--- src/rtl/sdr_burst_pkg.sv ---
package sdr_burst_pkg;

    typedef enum logic [1:0] {
        CMD_IDLE  = 2'd0,
        CMD_READ  = 2'd1,
        CMD_WRITE = 2'd2,
        CMD_STOP  = 2'd3
    } sdr_cmd_e;

    typedef enum logic [1:0] {
        ST_IDLE = 2'd0,
        ST_RD   = 2'd1,
        ST_WR   = 2'd2
    } seq_state_e;

    typedef struct packed {
        logic cs_n;
        logic ras_n;
        logic cas_n;
        logic we_n;
    } cmd_pins_t;

    localparam int CL_MAX = 3;

    localparam cmd_pins_t PINS_DESEL = '{cs_n: 1'b1, ras_n: 1'b1, cas_n: 1'b1, we_n: 1'b1};
    localparam cmd_pins_t PINS_NOP   = '{cs_n: 1'b0, ras_n: 1'b1, cas_n: 1'b1, we_n: 1'b1};
    localparam cmd_pins_t PINS_READ  = '{cs_n: 1'b0, ras_n: 1'b1, cas_n: 1'b0, we_n: 1'b1};
    localparam cmd_pins_t PINS_WRITE = '{cs_n: 1'b0, ras_n: 1'b1, cas_n: 1'b0, we_n: 1'b0};
    localparam cmd_pins_t PINS_STOP  = '{cs_n: 1'b0, ras_n: 1'b1, cas_n: 1'b1, we_n: 1'b0};

    function automatic cmd_pins_t encode_cmd(sdr_cmd_e cmd, cmd_pins_t filler);
        cmd_pins_t p;
        case (cmd)
            CMD_READ:  p = PINS_READ;
            CMD_WRITE: p = PINS_WRITE;
            CMD_STOP:  p = PINS_STOP;
            default:   p = filler;
        endcase
        return p;
    endfunction

    function automatic int unsigned latency_tap(logic cl3);
        return cl3 ? 2 : 1;
    endfunction

endpackage

--- src/rtl/sdr_cmd_encode.sv ---
module sdr_cmd_encode
    import sdr_burst_pkg::*;
#(
    parameter int ADDR_W        = 13,
    parameter bit IDLE_DESELECT = 1'b1
) (
    input  logic              clk,
    input  logic              rst,
    input  sdr_cmd_e          cmd,
    input  logic [ADDR_W-1:0] addr_in,
    output logic              cs_n,
    output logic              ras_n,
    output logic              cas_n,
    output logic              we_n,
    output logic [ADDR_W-1:0] addr_out
);
    cmd_pins_t filler;
    cmd_pins_t pins;

    generate
        if (IDLE_DESELECT) begin : g_desel
            assign filler = PINS_DESEL;
        end else begin : g_nop
            assign filler = PINS_NOP;
        end
    endgenerate

    always_comb begin
        pins = encode_cmd(cmd, filler);
    end

    assign cs_n     = pins.cs_n;
    assign ras_n    = pins.ras_n;
    assign cas_n    = pins.cas_n;
    assign we_n     = pins.we_n;
    assign addr_out = addr_in;

    // fill cycles use deselect when configured that way
    generate
        if (IDLE_DESELECT) begin : g_chk
            a_r3_fill_is_deselect: assert property (@(posedge clk) disable iff (rst)
                (cmd == CMD_IDLE) |-> cs_n);
        end
    endgenerate

endmodule

--- src/rtl/sdr_rd_valid_pipe.sv ---
module sdr_rd_valid_pipe
    import sdr_burst_pkg::*;
#(
    parameter int DQ_W = 16
) (
    input  logic            clk,
    input  logic            rst,
    input  logic            cas_lat_3,
    input  logic            tok_in,
    input  logic [DQ_W-1:0] dq_in,
    output logic [DQ_W-1:0] rd_data,
    output logic            rd_valid,
    output logic            empty
);
    logic [CL_MAX-1:0] tok_sr;
    logic              beat_on_bus;

    always_ff @(posedge clk) begin
        if (rst) begin
            tok_sr <= '0;
        end else begin
            tok_sr <= {tok_sr[CL_MAX-2:0], tok_in};
        end
    end

    always_comb begin
        beat_on_bus = tok_sr[latency_tap(cas_lat_3)];
    end

    always_ff @(posedge clk) begin
        if (rst) begin
            rd_valid <= 1'b0;
            rd_data  <= '0;
        end else begin
            rd_valid <= beat_on_bus;
            if (beat_on_bus) begin
                rd_data <= dq_in;
            end
        end
    end

    assign empty = (tok_sr == '0);

    // a forwarded word traces back to a requested beat CL+1 edges before
    a_r4_valid_follows_token: assert property (@(posedge clk) disable iff (rst)
        rd_valid |-> (cas_lat_3 ? $past(tok_in, 4) : $past(tok_in, 3)));

endmodule

--- src/rtl/sdr_burst_ctrl.sv ---
module sdr_burst_ctrl
    import sdr_burst_pkg::*;
#(
    parameter int ADDR_W = 13,
    parameter int DQ_W   = 16,
    parameter int BL_W   = 4
) (
    input  logic              clk,
    input  logic              rst,
    input  logic [BL_W-1:0]   burst_len,
    input  logic              req_valid,
    input  logic              req_write,
    input  logic [ADDR_W-1:0] req_addr,
    input  logic              stop_req,
    input  logic [DQ_W-1:0]   wr_data,
    input  logic              pipe_empty,
    output logic              req_ready,
    output logic              wr_take,
    output sdr_cmd_e          cmd,
    output logic [ADDR_W-1:0] cmd_addr,
    output logic              rd_tok,
    output logic              dq_oe,
    output logic [DQ_W-1:0]   dq_out
);
    seq_state_e      state;
    logic [BL_W-1:0] beats_left;
    logic            accept;
    logic            in_burst;

    assign req_ready = (state == ST_IDLE) && !rd_tok && pipe_empty;
    assign accept    = req_valid && req_ready;
    assign in_burst  = (state != ST_IDLE);
    assign wr_take   = (accept && req_write) || ((state == ST_WR) && !stop_req);

    always_ff @(posedge clk) begin
        if (rst) begin
            state      <= ST_IDLE;
            beats_left <= '0;
            cmd        <= CMD_IDLE;
            cmd_addr   <= '0;
            rd_tok     <= 1'b0;
            dq_oe      <= 1'b0;
            dq_out     <= '0;
        end else begin
            cmd      <= CMD_IDLE;
            cmd_addr <= '0;
            rd_tok   <= 1'b0;
            dq_oe    <= 1'b0;
            case (state)
                ST_IDLE: begin
                    if (accept) begin
                        cmd      <= req_write ? CMD_WRITE : CMD_READ;
                        cmd_addr <= req_addr;
                        if (req_write) begin
                            dq_oe  <= 1'b1;
                            dq_out <= wr_data;
                        end else begin
                            rd_tok <= 1'b1;
                        end
                        if (burst_len > BL_W'(1)) begin
                            beats_left <= burst_len - BL_W'(1);
                            state      <= req_write ? ST_WR : ST_RD;
                        end
                    end
                end
                default: begin
                    if (stop_req) begin
                        cmd        <= CMD_STOP;
                        beats_left <= '0;
                        state      <= ST_IDLE;
                    end else begin
                        if (state == ST_WR) begin
                            dq_oe  <= 1'b1;
                            dq_out <= wr_data;
                        end else begin
                            rd_tok <= 1'b1;
                        end
                        beats_left <= beats_left - BL_W'(1);
                        if (beats_left == BL_W'(1)) begin
                            state <= ST_IDLE;
                        end
                    end
                end
            endcase
        end
    end

    // the bus is released in the stop cycle
    a_r7_no_drive_on_stop: assert property (@(posedge clk) disable iff (rst)
        (cmd == CMD_STOP) |-> !dq_oe);

    // a stop while no burst is running makes no stop command
    a_r8_late_stop_ignored: assert property (@(posedge clk) disable iff (rst)
        (!in_burst && stop_req) |=> (cmd != CMD_STOP));

    // a stop command only ever follows a running burst
    a_r6_stop_inside_burst: assert property (@(posedge clk) disable iff (rst)
        (cmd == CMD_STOP) |-> $past(in_burst && stop_req));

    // a read or write command needs a request taken while ready
    a_r9_cmd_needs_accept: assert property (@(posedge clk) disable iff (rst)
        ((cmd == CMD_READ) || (cmd == CMD_WRITE)) |-> $past(req_valid && req_ready));

    // every driven write beat was latched one edge earlier
    a_r10_drive_after_take: assert property (@(posedge clk) disable iff (rst)
        dq_oe |-> $past(wr_take));

endmodule

--- src/rtl/sdr_burst_seq.sv ---
module sdr_burst_seq
    import sdr_burst_pkg::*;
#(
    parameter int ADDR_W        = 13,
    parameter int DQ_W          = 16,
    parameter int BL_W          = 4,
    parameter bit IDLE_DESELECT = 1'b1
) (
    input  logic              clk,
    input  logic              rst,
    input  logic              cas_lat_3,
    input  logic [BL_W-1:0]   burst_len,
    input  logic              req_valid,
    input  logic              req_write,
    input  logic [ADDR_W-1:0] req_addr,
    output logic              req_ready,
    input  logic              stop_req,
    input  logic [DQ_W-1:0]   wr_data,
    output logic              wr_take,
    output logic              cmd_cs_n,
    output logic              cmd_ras_n,
    output logic              cmd_cas_n,
    output logic              cmd_we_n,
    output logic [ADDR_W-1:0] cmd_addr,
    output logic [DQ_W-1:0]   dq_out,
    output logic              dq_oe,
    input  logic [DQ_W-1:0]   dq_in,
    output logic [DQ_W-1:0]   rd_data,
    output logic              rd_valid
);
    sdr_cmd_e          cmd;
    logic [ADDR_W-1:0] addr_q;
    logic              rd_tok;
    logic              pipe_empty;

    sdr_burst_ctrl #(
        .ADDR_W (ADDR_W),
        .DQ_W   (DQ_W),
        .BL_W   (BL_W)
    ) u_ctrl (
        .clk        (clk),
        .rst        (rst),
        .burst_len  (burst_len),
        .req_valid  (req_valid),
        .req_write  (req_write),
        .req_addr   (req_addr),
        .stop_req   (stop_req),
        .wr_data    (wr_data),
        .pipe_empty (pipe_empty),
        .req_ready  (req_ready),
        .wr_take    (wr_take),
        .cmd        (cmd),
        .cmd_addr   (addr_q),
        .rd_tok     (rd_tok),
        .dq_oe      (dq_oe),
        .dq_out     (dq_out)
    );

    sdr_cmd_encode #(
        .ADDR_W        (ADDR_W),
        .IDLE_DESELECT (IDLE_DESELECT)
    ) u_enc (
        .clk      (clk),
        .rst      (rst),
        .cmd      (cmd),
        .addr_in  (addr_q),
        .cs_n     (cmd_cs_n),
        .ras_n    (cmd_ras_n),
        .cas_n    (cmd_cas_n),
        .we_n     (cmd_we_n),
        .addr_out (cmd_addr)
    );

    sdr_rd_valid_pipe #(
        .DQ_W (DQ_W)
    ) u_pipe (
        .clk       (clk),
        .rst       (rst),
        .cas_lat_3 (cas_lat_3),
        .tok_in    (rd_tok),
        .dq_in     (dq_in),
        .rd_data   (rd_data),
        .rd_valid  (rd_valid),
        .empty     (pipe_empty)
    );

    // a column command on the pins is never issued with the bus turned the wrong way
    a_r2_read_not_driving: assert property (@(posedge clk) disable iff (rst)
        (!cmd_cs_n && cmd_ras_n && !cmd_cas_n && cmd_we_n) |-> !dq_oe);

endmodule

--- config.mk ---
export PLATFORM = sky130hd
export DESIGN_NAME = sdr_burst_seq
export DESIGN_NICKNAME = d
export VERILOG_FILES = /design/src/rtl/sdr_burst_pkg.sv /design/src/rtl/sdr_cmd_encode.sv /design/src/rtl/sdr_rd_valid_pipe.sv /design/src/rtl/sdr_burst_ctrl.sv /design/src/rtl/sdr_burst_seq.sv
export SDC_FILE = /design/constraint.sdc
export NUM_CORES = 1
export LEC_CHECK = 0
export BUFFER_PORTS_ARGS = -buffer_cell sky130_fd_sc_hd__buf_4
export CAP_MARGIN = 20
export CORE_MARGIN = 4
export CORE_UTILIZATION = 51
export CTS_BUF_LIST = sky130_fd_sc_hd__clkbuf_4
export CTS_CLUSTER_SIZE = 8
export DETAILED_ROUTE_END_ITERATION = 7
export PLACE_DENSITY = 0.87
export SYNTH_ARGS = -nofsm -noshare
export SYNTH_HDL_FRONTEND = slang
export SYNTH_SLANG_ARGS = --single-unit
--- constraint.sdc ---
create_clock -name clk -period 2.7 [get_ports clk]
set_input_delay 0.27 -clock clk [delete_from_list [all_inputs] [get_ports clk]]
set_output_delay 0.27 -clock clk [all_outputs]
set_load 0.005 [all_outputs]
==> reports/qor.csv <==
metric;value;unit
path_max_fanout;9;
die_area;5580;um^2
maxCapViolCount;0;
grt_pass1_vias;1880;
slew_headroom;0.573;
pwr_density_cell;599;nW/um^2
vias;2026;
n_antenna_cell;0;
cp.arrival;1770;ps
slew_viol_final;0;
cts.htree.levels;3;
synth_most_common_cell;dfxtp_1;
crit_type;reg2out;
hold_viol;0;
dp_hpwl;3980;um
synthAdderAreaFrac;0.0331;
worst_pin_slew;641;ps
drt-total-wl;5240;um
drive_gt1_frac;0.368;
ant_nets;0;
synthTopCellsByArea;dfxtp_1, mux2i_1, nand2_1, a21oi_1, nor2_1;
synth-compound-area-share;0.106;
core;4320;um^2
pin_count;108;
overflow;0;
synthCells;241;
cts_root_buf;clkbuf_4;
status;completed;
cts_resized;0;
tritoncts;done;
synthFlopType;dfxtp_1;
min_period;2040;ps
ys_top_cells_by_count;dfxtp_1, nand2_1, nor2_1;
area_growth;41.4;%
yosys_warnings;0;
clk_latency;380;ps
leakage;1.55;nW
holdBufCountCts;0;
async_reset_ff_frac;0;
wl_per_cell;12.9;um
synth_area;2270;um^2
required;2430;ps
grt_start_max_net_pins;51;
cts_buffer_depth;2;
grt_usage;0.189;
firstDrtPassIters;4;
clk_pin_slew;100;ps
port-buffer-count;106;
grt_antenna_before_repair;0;
fin_nets;410;
ys_types;38;
synth_edf_count;0;
synth_top_family_by_area;simple AND/OR/NAND/NOR gates;
yosysTopAreaCellShare;0.520;
clock-sinks;59;
timing.fmax;489;MHz
finalClockSkew;12.4;ps
viasPerCell;5.00;
yosysSeqAreaShare;0.520;
fp.dieH;74.7;um
drt-initial-drc-count;65;
drcViolationCount;0;
post-synth-top-area-cell;dfxtp_1;
cts_buffers;9;
end_kind;primary output;
synth-seq-cells;59;
hold_ws;76.0;ps
syn-num-nets;302;
place.gp.congestion;0.832;
synthMuxAreaShare;0.0799;
fin_crit_sh;0.757;
setup_tns;0;ps
cts_setup_buffers;0;
rsz0062_at_grt;false;
die_x;74.7;um
hold_class;in2reg;
grt_first_pass_wirelength;7890;um
syn-mean-instance-area;9.42;um^2
setup_viol;0;
start_util;0.525;
synthXorXnorAreaFrac;0.00386;
crit_path_start_kind;flip-flop;
vdd_ir_drop_max;0.419;mV
rows;24;
fin_util;0.742;
synth-simple-area-share;0.207;
## placed cells by master, fill, tap and decap left out, types with 2 or more instances in the layout
cell type,instances
nand4b_1,2
clkinv_2,3
nand2_1,35
inv_1,9
nor2_1,26
or2_2,3
nor2b_1,3
a21oi_1,25
mux2i_1,17
nor3_1,2
o22ai_1,2
buf_4,109
o41ai_1,2
ha_1,6
o32ai_1,2
nor3b_1,2
a211oi_1,3
dfxtp_1,59
nand2b_1,2
clkbuf_4,9
and2_1,15
## metal layers
metal,vias to the layer above,track usage,wire length [um]
li1,1020,-,-
met1,911,0.203,1880
met2,87,0.302,2610
met3,8,0.0881,671
met4,0,0.115,71
met5,-,0,0
## registers in the layout (all words and copies together) (netlist names)
signal	flops
u_pipe.rd_data	16
u_ctrl.dq_oe	1
u_ctrl.state	2
u_ctrl.beats_left	4
u_pipe.tok_sr	3
u_ctrl.cmd	2
u_ctrl.cmd_addr	13
u_ctrl.rd_tok	1
u_ctrl.dq_out	16
u_pipe.rd_valid	1
## path summary, 6_finish.rpt
kind                 startpoint             endpoint  slack, ps  cells after the start
max reg2reg     u_ctrl.state[0]     u_ctrl.dq_out[2]        870                      5
min reg2reg  u_pipe.rd_data[10]   u_pipe.rd_data[10]        450                      2
max             u_ctrl.state[0]              wr_take        660                      4
min                req_addr[11]  u_ctrl.cmd_addr[11]         80                      2
## power by group
part           total [mW]  internal (mW)  switching, mW
Clock               0.567          0.271          0.296
Combinational       0.391          0.215          0.176
Sequential          0.964          0.928         0.0358
## through the flow
stage               instances  setup WS (ps)  total power, mW  area [um^2]
finish                    405            656             1.92         3210
global route              405            537             2.03         3210
CTS                       405            631             1.95         3210
detailed placement        390            849             1.38         3090
global placement          390            879             1.37         3090
floorplan                 241           1250             1.20         2270
## critical path, cell delays in order (launching register included)
cell and delay (ps):
dfxtp_1 460, nor3b_2 110, a32oi_2 570, inv_1 90, buf_4 160
## cell type report
| cell class | count | area, um^2 |
|---|---|---|
| flip-flops and latches | 59 | 1180 |
| fillers | 334 | 1110 |
| multi-input cells | 161 | 987 |
| repair buffers | 109 | 818 |
| clock buffers | 9 | 67.6 |
| well taps | 52 | 65.1 |
| clock inverters | 6 | 57.6 |
| inverters | 9 | 33.8 |
## kinds of logic after synthesis
logic type | count (synthesis)
simple gates | 95
flops | 59
compound gates | 40
buf+inv | 21
mux | 18
fa+ha+maj | 6
other cells | 1
xor+xnor | 1
Power figures use the tool's default switching activity.
